[src/rtl/zt_sram.sv]
module zt_sram #(
  parameter int ADDR_W = 4,
  parameter int BYTES  = 2,
  parameter int BYTE_W = 9
) (
  input  logic                    clk,
  input  logic                    rst_n,
  input  logic                    clk_en_n,
  input  logic                    cs0_n,
  input  logic                    cs1,
  input  logic                    cs2_n,
  input  logic                    load_n,
  input  logic                    wr_n,
  input  logic [BYTES-1:0]        byte_we_n,
  input  logic                    burst_mode,
  input  logic [ADDR_W-1:0]       addr,
  input  logic                    out_en_n,
  input  logic [BYTES*BYTE_W-1:0] din,
  output logic [BYTES*BYTE_W-1:0] dout,
  output logic                    dout_oe
);
  localparam int DW    = BYTES * BYTE_W;
  localparam int DEPTH = 1 << ADDR_W;

  typedef enum logic [1:0] {OP_NONE, OP_RD, OP_WR} op_t;

  logic [DW-1:0]     mem [DEPTH];
  op_t               s1_op, iss_op;
  logic [ADDR_W-1:0] s1_addr, iss_addr, base;
  logic [1:0]        bcnt, nxt_cnt, seq_lo;
  logic              w_pend, drive_r, sel, ce;
  logic [ADDR_W-1:0] w_addr;
  logic [DW-1:0]     dout_r, fwd;

  assign ce      = !clk_en_n;
  assign sel     = !cs0_n && cs1 && !cs2_n;
  assign nxt_cnt = bcnt + 2'd1;
  assign seq_lo  = burst_mode ? (base[1:0] ^ nxt_cnt) : (base[1:0] + nxt_cnt);

  always_comb begin
    if (!load_n) begin
      iss_op   = sel ? (wr_n ? OP_RD : OP_WR) : OP_NONE;
      iss_addr = addr;
    end else begin
      iss_op   = s1_op;
      iss_addr = {base[ADDR_W-1:2], seq_lo};
    end
  end

  generate
    for (genvar i = 0; i < BYTES; i++) begin : g_fwd
      assign fwd[i*BYTE_W +: BYTE_W] =
        (w_pend && w_addr == s1_addr && !byte_we_n[i]) ? din[i*BYTE_W +: BYTE_W]
                                                       : mem[s1_addr][i*BYTE_W +: BYTE_W];
    end
  endgenerate

  always_ff @(posedge clk) begin
    if (!rst_n) begin
      s1_op   <= OP_NONE;
      s1_addr <= '0;
      base    <= '0;
      bcnt    <= '0;
      w_pend  <= 1'b0;
      w_addr  <= '0;
      drive_r <= 1'b0;
    end else if (ce) begin
      s1_op   <= iss_op;
      s1_addr <= iss_addr;
      if (!load_n) begin
        base <= addr;
        bcnt <= '0;
      end else begin
        bcnt <= nxt_cnt;
      end
      w_pend  <= (s1_op == OP_WR);
      w_addr  <= s1_addr;
      drive_r <= (s1_op == OP_RD);
    end
  end

  always_ff @(posedge clk) begin
    if (rst_n && ce && s1_op == OP_RD) dout_r <= fwd;
  end

  always_ff @(posedge clk) begin
    if (rst_n && ce && w_pend) begin
      for (int i = 0; i < BYTES; i++)
        if (!byte_we_n[i]) mem[w_addr][i*BYTE_W +: BYTE_W] <= din[i*BYTE_W +: BYTE_W];
    end
  end

  assign dout    = dout_r;
  assign dout_oe = drive_r && !out_en_n;
endmodule

[config.mk]
export PLATFORM = sky130hd
export DESIGN_NAME = zt_sram
export DESIGN_NICKNAME = d
export VERILOG_FILES = /design/src/rtl/zt_sram.sv
export SDC_FILE = /design/constraint.sdc
export NUM_CORES = 1
export LEC_CHECK = 0
export BUFFER_PORTS_ARGS = -buffer_cell sky130_fd_sc_hd__clkbuf_2
export CAP_MARGIN = 20
export CORE_MARGIN = 10
export CORE_UTILIZATION = 60
export CTS_BUF_LIST = sky130_fd_sc_hd__clkbuf_2 sky130_fd_sc_hd__clkbuf_4 sky130_fd_sc_hd__clkbuf_8
export DETAILED_ROUTE_END_ITERATION = 7
export GPL_TIMING_DRIVEN = 1
export PLACE_DENSITY = 0.89
export SYNTH_ARGS = -nofsm -noshare
export SYNTH_HDL_FRONTEND = slang
export SYNTH_SLANG_ARGS = --single-unit
export TNS_END_PERCENT = 20
[constraint.sdc]
create_clock -name clk -period 7.8 [get_ports clk]
set_input_delay 0 -clock clk [delete_from_list [all_inputs] [get_ports clk]]
set_output_delay 0 -clock clk [all_outputs]
set_load 0.03 [all_outputs]
Yosys cells after proc, flatten, opt, wreduce, memory -nomap -nowiden
Memory sizes are Yosys's and may differ from the RTL's. A register that Yosys moved wholly into a read port is not among the register bits.
Cells that the tools add are included.
Storage, ports and cells
  register bits: 18
  memories kept: 1
  word-level logic and storage cells: 37
  input port bits: 34
  RAM bits: 288
  output and inout port bits: 19
Memories
  mem: depth 16, width 18, rd ports 1, clocked after Yosys merged registers in 1, write ports 1, line 27  | logic [DW-1:0] mem [DEPTH];
Cells by class
  bitwise operators: 3
  add/subtract/negate cells: 2
  mux-type cells: 11
  reduce and logical (&&, ||, !) cells: 11
  equal/unequal tests: 2
Operators by type and width (number)
  2-bit two-way mux: 4
  1-bit logical AND: 6
  1-bit two-way mux: 6
  1-bit logical NOT: 4
  4-bit two-way mux: 1
  2-bit by 1-bit adder with 2-bit output, second input constant: 1
  2-bit adder: 1
  2-bit by 1-bit equality test with 1-bit output, second input constant: 1
  2-bit equality test, second input constant: 1
  1-bit inverter: 2
  2-bit AND reduction: 1
  2-bit XOR: 1

Longest topological paths before layout
Gate-level depths: netlist of the first run.
  depth after elaboration: 5
  depth in mapped cells: 6
  depth with buffers taken out: 6

Worst setup path before layout of the first run
Ideal clock, no wire load.
  path type: register to register
  start: register s1_op[0]
  end: register dout[0] (netlist name)
  period minus slack after synthesis: 2.704 ns
  data required time: 7.357 ns
  data arrival time: 2.261 ns
  setup slack: 5.096 ns
  stages on the path, launching flop included: 2
  setup time: 0.443 ns
  buffers on the path: 0
  cells stage by stage: dfxtp_1 > nor4bb_1
RTL lines
  start: declaration: line 28  | op_t s1_op, iss_op;
  start signal: assignment: line 68  | s1_op <= iss_op;

==> metrics.md, run 1 <==
| Metric | Value |
|---|---|
| Synthesis Warnings | `0` |
| Post-synth ARST share | `0` |
| Startpoint Class | `register` |
| Root Driver | `clkbuf_8` |
| Post-route antenna net violation count | `0` |
| Data required, critical path | `about 8.1 ns` |
| Setup_tns | `0 ns` |
| Fmax | `338 MHz` |
| Reg2reg setup slack | `a little under 5 ns` |
| Core box area | `21000 um2` |
| Synth Area per Inst | `20.5 um2` |
| Routed WL | `about 26000 um` |
| Slowest stage cell, crit path | `dfxtp_4` |
| Outcome | `completed` |
| Commonest non-fill, non-tap cell in the layout | `edfxtp_1` |
| Number of diodes | `0` |
| MaxCap Viol Count | `0` |
| Most frequent cells in the layout | `306 x edfxtp_1, 72 x mux4_2, 62 x mux2i_1` |
| Setup crit end kind | `register` |
| Vias | `6454` |
| Yosys reg bits | `between 300 and 400` |
| Number of setup buffers added after CTS | `0` |
| TritonCTS Buffers | `47` |
| Initial Util | `0.609` |
| DR WL/cell | `24.9 um` |
| Port bufs | `52` |
| Post-Route Utilization | `0.698` |
| PwrDens | `around 240 nW/um2` |
| Period utilization | `0.379` |
| Initial DRC Count | `784` |
| Mapped Area | `about 13000 um2` |
| Final Slew Violations | `0` |
| Total grt overflow | `0` |
| IO Pins | `53` |
| CP Buf/Inv Count | `2` |
| Mapped Nets | `roughly 660` |
| Crit Path Class | `reg -> reg` |
| Seq/Total Area, Yosys | `0.748` |
| Post-CTS Hold Fix Bufs | `39` |
| Clock slew at reported path FFs | `~0.07 ns` |
| Final hold violations | `0` |
| CTS tree | `done` |
| Peak per-stage delay on the critical path | `between 0.5 and 0.6 ns` |
| First-pass GRT wire length | `~41000 um` |
| Initial antenna violation count | `0` |
| Cells after Synth | `~620` |
| Overall die height | `roughly 170 um` |
| Drt pass-1 iters | `5` |
| Placement Setup Slack | `~4.5 ns` |
| LEAKAGE | `between 4 and 5 nW` |
| EDFF count, synth | `306` |
| Primary FF master, synth | `edfxtp_1` |
| Largest net degree at the start of global routing | `between 70 and 80` |
| VDD IR max | `around 0.00014 V` |
| Yosys cell types | `33` |
| Worst hold path class | `in -> reg` |
| Clock latency at the later pin of the worst-skew pair | `~0.56 ns` |
| Share of cells above drive strength 1 | `0.302` |
| Final Net Count | `770` |
| Crit path DAT | `between 3 and 4 ns` |
| Unrepaired setup endpoints after global routing | `no` |
| DPL Wire Length | `between 15000 and 20000 um` |
| Crit path max-delay family | `simple AND/OR/NAND/NOR gates` |
| Setup Viol. Count Final | `0` |
| Vias in the first global route | `slightly below 7000` |
| Synth-to-Final Area Change | `14.6%` |
| GPL Wtd Cong | `0.750` |
| H-tree Lvls | `2` |
| Worst Max-Slew Pin Slew | `roughly 1.2 ns` |
| PnR worst setup slack | `slightly below 5 ns` |
| GR Util All Layers | `0.188` |
| Clock Sinks | `around 320` |
| Vias per inst | `about 6` |
| Rows | `53` |
| CP cell instances | `buf_4 > buf_16 > xor2_1 > nor4_1 > nand2_1 > mux2_2` |
| Skew final | `approximately 0.020 ns` |
| DRC violations left | `0` |
| Slew margin rel. | `0.220` |
| Post-CTS sizing | `0` |
| Die Footprint | `around 28000 um2` |
| Critical Path Fanout Max | `48` |
| Width of the die | `~170 um` |
| Tmin final | `2.96 ns` |
| Clock buffer depth | `3` |
cells in the mapped netlist (2+ instances only):
cell type | number | area share
a21boi_1 | 7 | 0.0041
and2_1 | 4 | 0.0020
buf_1 | 3 | 0.00088
buf_2 | 11 | 0.0043
buf_6 | 6 | 0.0053
clkbuf_1 | 13 | 0.0038
dfxtp_1 | 18 | 0.028
edfxtp_1 | 306 | 0.72
mux2_2 | 18 | 0.016
mux2i_1 | 62 | 0.049
mux4_2 | 72 | 0.13
nand2_1 | 23 | 0.0068
nand2b_1 | 2 | 0.00098
nand3_1 | 4 | 0.0016
nor2_1 | 39 | 0.011
nor2b_1 | 11 | 0.0054
o21ai_1 | 4 | 0.0016
xor2_1 | 4 | 0.0027
sequential cells by signal, summed over array words and instances (netlist names):
register and count:
base 4, bcnt 2, dout 18, drive_r 1
mem 288, s1_addr 4, s1_op 2, w_addr 4
w_pend 1
routing by layer:
layer	part of all wire	up-vias	global-route usage	wire (um)
li1	-	2748	-	-
met1	0.38	3308	0.249	10000
met2	0.50	336	0.303	13100
met3	0.085	62	0.0414	2210
met4	0.028	0	0.0686	731
met5	0	-	0	0
area by class of cell:
class	instances	area (um2)
fillers	1182	6320
clock inverters	22	189
clock buffers	63	779
multi-input cells	264	3050
flip-flops and latches	324	9560
repair buffers	97	716
well taps	275	344
inverters	1	3.75
power by group:
part	leakage, nW	total, mW	switching (mW)	internal (mW)
clock	0.509	1.36	0.610	0.754
combinational	1.27	0.194	0.0982	0.0963
sequential	2.90	1.91	0.00669	1.91
total	4.68	3.47	0.715	2.76
cell families (layout without fill, tap and decap cells):
logic type               count (synthesis)  after routing  synth area share
AO/OA/AOI/OAI                           15             15           0.00784
XOR/XNOR                                 6              6           0.00519
adder cells (fa/ha/maj)                  1              1          0.000980
buffers and inverters                   34            183            0.0146
flip-flops                             324            324             0.748
multiplexers                           152            152             0.191
AND/OR/NAND/NOR                         90             90            0.0320
stage by stage:
stage / area (um2) / instances / total power [mW] / hold WS (ns)
finish: 14600 / 1046 / 3.47 / 0.0456
global route: 14600 / 1046 / 3.58 / 0.0727
CTS: 14600 / 1045 / 3.48 / 0.0223
detailed placement: 13200 / 921 / 2.13 / 0.254
global placement: 13200 / 921 / 2.11 / 0.240
floorplan: 12800 / 622 / 2.07 / 0.0989
worst reg2reg max path: stages (launching register included):
cell,delay (ns)
dfxtp_4,0.58
buf_4,0.34
buf_16,0.34
xor2_1,0.17
nor4_1,0.41
nand2_1,0.43
mux2_2,0.42
worst paths after layout:
| check | from | end | cells past startpoint |
|---|---|---|---|
| setup / recovery | s1_addr[0]$_SDFFE_PN0N_ | dout[5]$_DFFE_PP_ | 6 |
| hold / removal | burst_mode | s1_addr[1]$_SDFFE_PN0N_ | 5 |
| setup reg to reg | s1_addr[0]$_SDFFE_PN0N_ | dout[5]$_DFFE_PP_ | 6 |
| hold reg to reg | drive_r$_SDFFE_PN0N_ | drive_r$_SDFFE_PN0N_ | 1 |
Power figures use the tool's default switching activity.
==> run 2, diff against run 1 <==
- ABC_AREA: unset -> 1
- clock period: 7.8 -> 2.8 ns (I/O delays scaled with it)
==> run 2 against run 1 <==
  * Synthesized area grew 10%
  * Design area grew 8.7%
  * Critical path depth grew 1
  * Synthesized cell count grew 130%
  * First-iteration DRC count grew 110%
  * Critical path type is now in -> reg
  * Register-to-register slack lost 4.3 ns
  * Via count grew 63%
  * Worst setup slack lost 4.4 ns
  * Hold slack lost 0.024 ns
  * Sequential cell count is the same
  * Wire length grew 37%
==> metrics.md, run 2 <==
| Metric | Value |
|---|---|
| Outcome | `completed` |
| Initial DRC Count | `1657 (+110%)` |
| DPL Wire Length | `21600 um (+38%)` |
| Hold WS | `0.0218 ns (-0.0238 ns)` |
| MaxCap Viol Count | `0 (unchanged)` |
| Initial antenna violation count | `0 (unchanged)` |
| Yosys reg bits | `324 (unchanged)` |
| Setup Viol. Count Final | `0 (unchanged)` |
| TritonCTS Buffers | `47 (unchanged)` |
| Post-CTS Hold Fix Bufs | `35 (-10%)` |
| LEAKAGE | `6.83 nW (+46%)` |
| Slew margin rel. | `0.353 (+0.133)` |
| CTS tree | `done` |
| Mapped Area | `14100 um2 (+10%)` |
| Overall die height | `173 um (+4.4%)` |
| Worst hold path class | `in -> reg` |
| Final Slew Violations | `0 (unchanged)` |
| Biggest register | `mem` |
| Vias in the first global route | `10600 (+54%)` |
| Rows | `56 (+5.7%)` |
| Setup crit end kind | `register` |
| Width of the die | `173 um (+4.4%)` |
| Die Footprint | `30000 um2 (+9.1%)` |
| Placement Setup Slack | `0.486 ns (-4.04 ns)` |
| DR WL/cell | `19.3 um (-23%)` |
| GPL Wtd Cong | `0.911 (+21%)` |
| Critical Path Fanout Max | `16 (-67%)` |
| Final hold violations | `0 (unchanged)` |
| VDD IR max | `0.000329 V (+140%)` |
| PwrDens | `612 nW/um2 (+160%)` |
| Period utilization | `0.855` |
| Yosys cell types | `29 (-12%)` |
| Clock buffer depth | `3 (unchanged)` |
| Post-synth ARST share | `0 (unchanged)` |
| Startpoint Class | `primary input` |
| Number of setup buffers added after CTS | `0 (unchanged)` |
| Core box area | `23300 um2 (+11%)` |
| Final instance area | `15900 um2 (+8.7%)` |
| Crit path DAT | `2.57 ns (-0.69 ns)` |
| Global routing's busiest layer | `met2` |
| Dpl cell area | `14700 um2 (+11%)` |
| Crit Path Class | `in -> reg` |
| Pwr Total | `9.74 mW (+180%)` |
| Tmin final | `approximately 2.4 ns` |
| H-tree Lvls | `2 (unchanged)` |
| Filler cells | `1516 (+28%)` |
| Final Net Count | `1533 (+99%)` |
| Synth cell count leaders | `473 x nand2_1, 306 x edfxtp_1, 235 x inv_1` |
| Post-synth top area share | `0.652 (-0.0677)` |
| First-pass GRT wire length | `56400 um (+39%)` |
| Seq/Total Area, Yosys | `0.678 (-0.0703)` |
| Post-Route Utilization | `0.684 (-0.0144)` |
| PnR worst setup slack | `0.406 ns (-4.44 ns)` |
| Worst Setup SP | `clk_en_n` |
| DP Cell Count | `1733 (+88%)` |
| Share of cells above drive strength 1 | `0.110 (-0.193)` |
| Max FFs per register | `288 (unchanged)` |
| Hold Crit Start | `byte_we_n[1]` |
| Origin of the critical flop-to-flop path | `w_pend$_SDFFE_PN0N_` |
| Total grt overflow | `0 (unchanged)` |
| Mapped Nets | `1438 (+120%)` |
| Post-route antenna net violation count | `0 (unchanged)` |
| GR met3 Demand/Resource | `0.0518 (+0.0104)` |
| Cells after Synth | `1403 (+130%)` |
| Drt pass-1 iters | `8 (+3)` |
| Synth-to-Final Area Change | `12.9%` |
| Worst Max-Slew Pin Slew | `0.966 ns (-0.199 ns)` |
| Vias | `10500 (+63%)` |
| DRC violations left | `0 (unchanged)` |
| Setup_tns | `0 ns (unchanged)` |
| Most frequent cells in the layout | `473 x nand2_1, 306 x edfxtp_1, 235 x inv_1` |
| Clock slew at reported path FFs | `0.06 ns (about the same)` |
| Most common cell in the netlist | `nand2_1` |
| Primary FF master, synth | `edfxtp_1` |
| Top cells by area, synth | `edfxtp_1 65%, nand2_1 13%, nand3_1 7.7%, inv_1 6.3%, dfxtp_1 2.6%` |
| M1 GR Usage | `0.297 (+0.0482)` |
| Post-CTS sizing | `0 (unchanged)` |
| Fmax | `roughly 420 MHz` |
| Data required, critical path | `2.97 ns (-5.14 ns)` |
| Port bufs | `52 (unchanged)` |
| IO Pins | `53 (unchanged)` |
| Largest area contributor in the synthesized netlist | `edfxtp_1` |
| Clock Sinks | `324 (unchanged)` |
| GR Util All Layers | `0.232 (+0.0439)` |
| EDFF count, synth | `306 (unchanged)` |
| Largest net degree at the start of global routing | `147 (+93%)` |
| Vias per inst | `5.67 (-8.1%)` |
| Routed WL | `35700 um (+37%)` |
| Number of diodes | `0 (unchanged)` |
| Commonest non-fill, non-tap cell in the layout | `nand2_1` |
| Unrepaired setup endpoints after global routing | `no` |
| Post-route insts no fill | `1852 (+77%)` |
| Root Driver | `clkbuf_8` |
| Initial Util | `0.606 (-0.00347)` |
| Grt met2 use | `0.382 (+0.0795)` |
| Synth Area per Inst | `10.0 um2 (-51%)` |
| Clock latency at the later pin of the worst-skew pair | `0.55 ns (about the same)` |
| Skew final | `0.0201 ns (+0.000341 ns)` |
| Synthesis Warnings | `0 (unchanged)` |
## run 2: cell count changes in the layout (fill, tap and decap cells not counted), sizes merged, moves of 13 or more
cell and change:
a21oi +13, buf +15, inv +240, mux2 -18, mux2i -62, mux4 -72, nand2 +451, nand3 +214
## run 2: cell families (layout without fill, tap and decap cells)
logic type,count (synthesis),in the layout,synth area share
xor+xnor,4,4,0.00249
compound gates,28,28,0.0123
flops,324,324,0.678
buf+inv,306,436,0.0863
fa+ha+maj,1,1,0.000888
simple gates,740,740,0.221
## run 2: worst paths after layout
path,endpoint,slack [ns],cells after the start
setup / recovery,mem[3][5]$_DFFE_PP_,0.41,7
hold / removal,dout[14]$_DFFE_PP_,0.02,5
setup reg to reg,mem[3][5]$_DFFE_PP_,0.53,4
hold reg to reg,bcnt[1]$_SDFFE_PN0N_,0.51,2
## run 2: layer usage
layer,wire length (um),vias to the layer above
li1,-,4715
met1,12800,4833
met2,17200,834
met3,4650,120
met4,1110,0
met5,0,-
## run 2: area by class of cell
| class | instances | area [um2] | area share |
|---|---|---|---|
| Sequential cell | 324 | 9550 | 0.600 |
| Multi-Input combinational cell | 773 | 3330 | 0.209 |
| Inverter | 244 | 921 | 0.0579 |
| Clock buffer | 73 | 848 | 0.0533 |
| Timing Repair Buffer | 108 | 806 | 0.0506 |
| Tap cell | 319 | 399 | 0.0251 |
| Clock inverter | 11 | 51.3 | 0.00322 |
## run 2: critical path, stage by stage
cell           delay (ns)
dlygate4sd3_1        0.54
clkbuf_2             0.25
inv_2                0.17
nand2_1              0.13
nor3_2               0.41
inv_2                0.26
nor2_1               0.79
## run 2: where the power goes
group          leakage (nW)  switching (mW)  total (mW)  internal [mW]
Clock                 0.481            1.69        3.61           1.92
Sequential             2.90          0.0198        5.35           5.33
Combinational          3.45           0.560       0.783          0.223
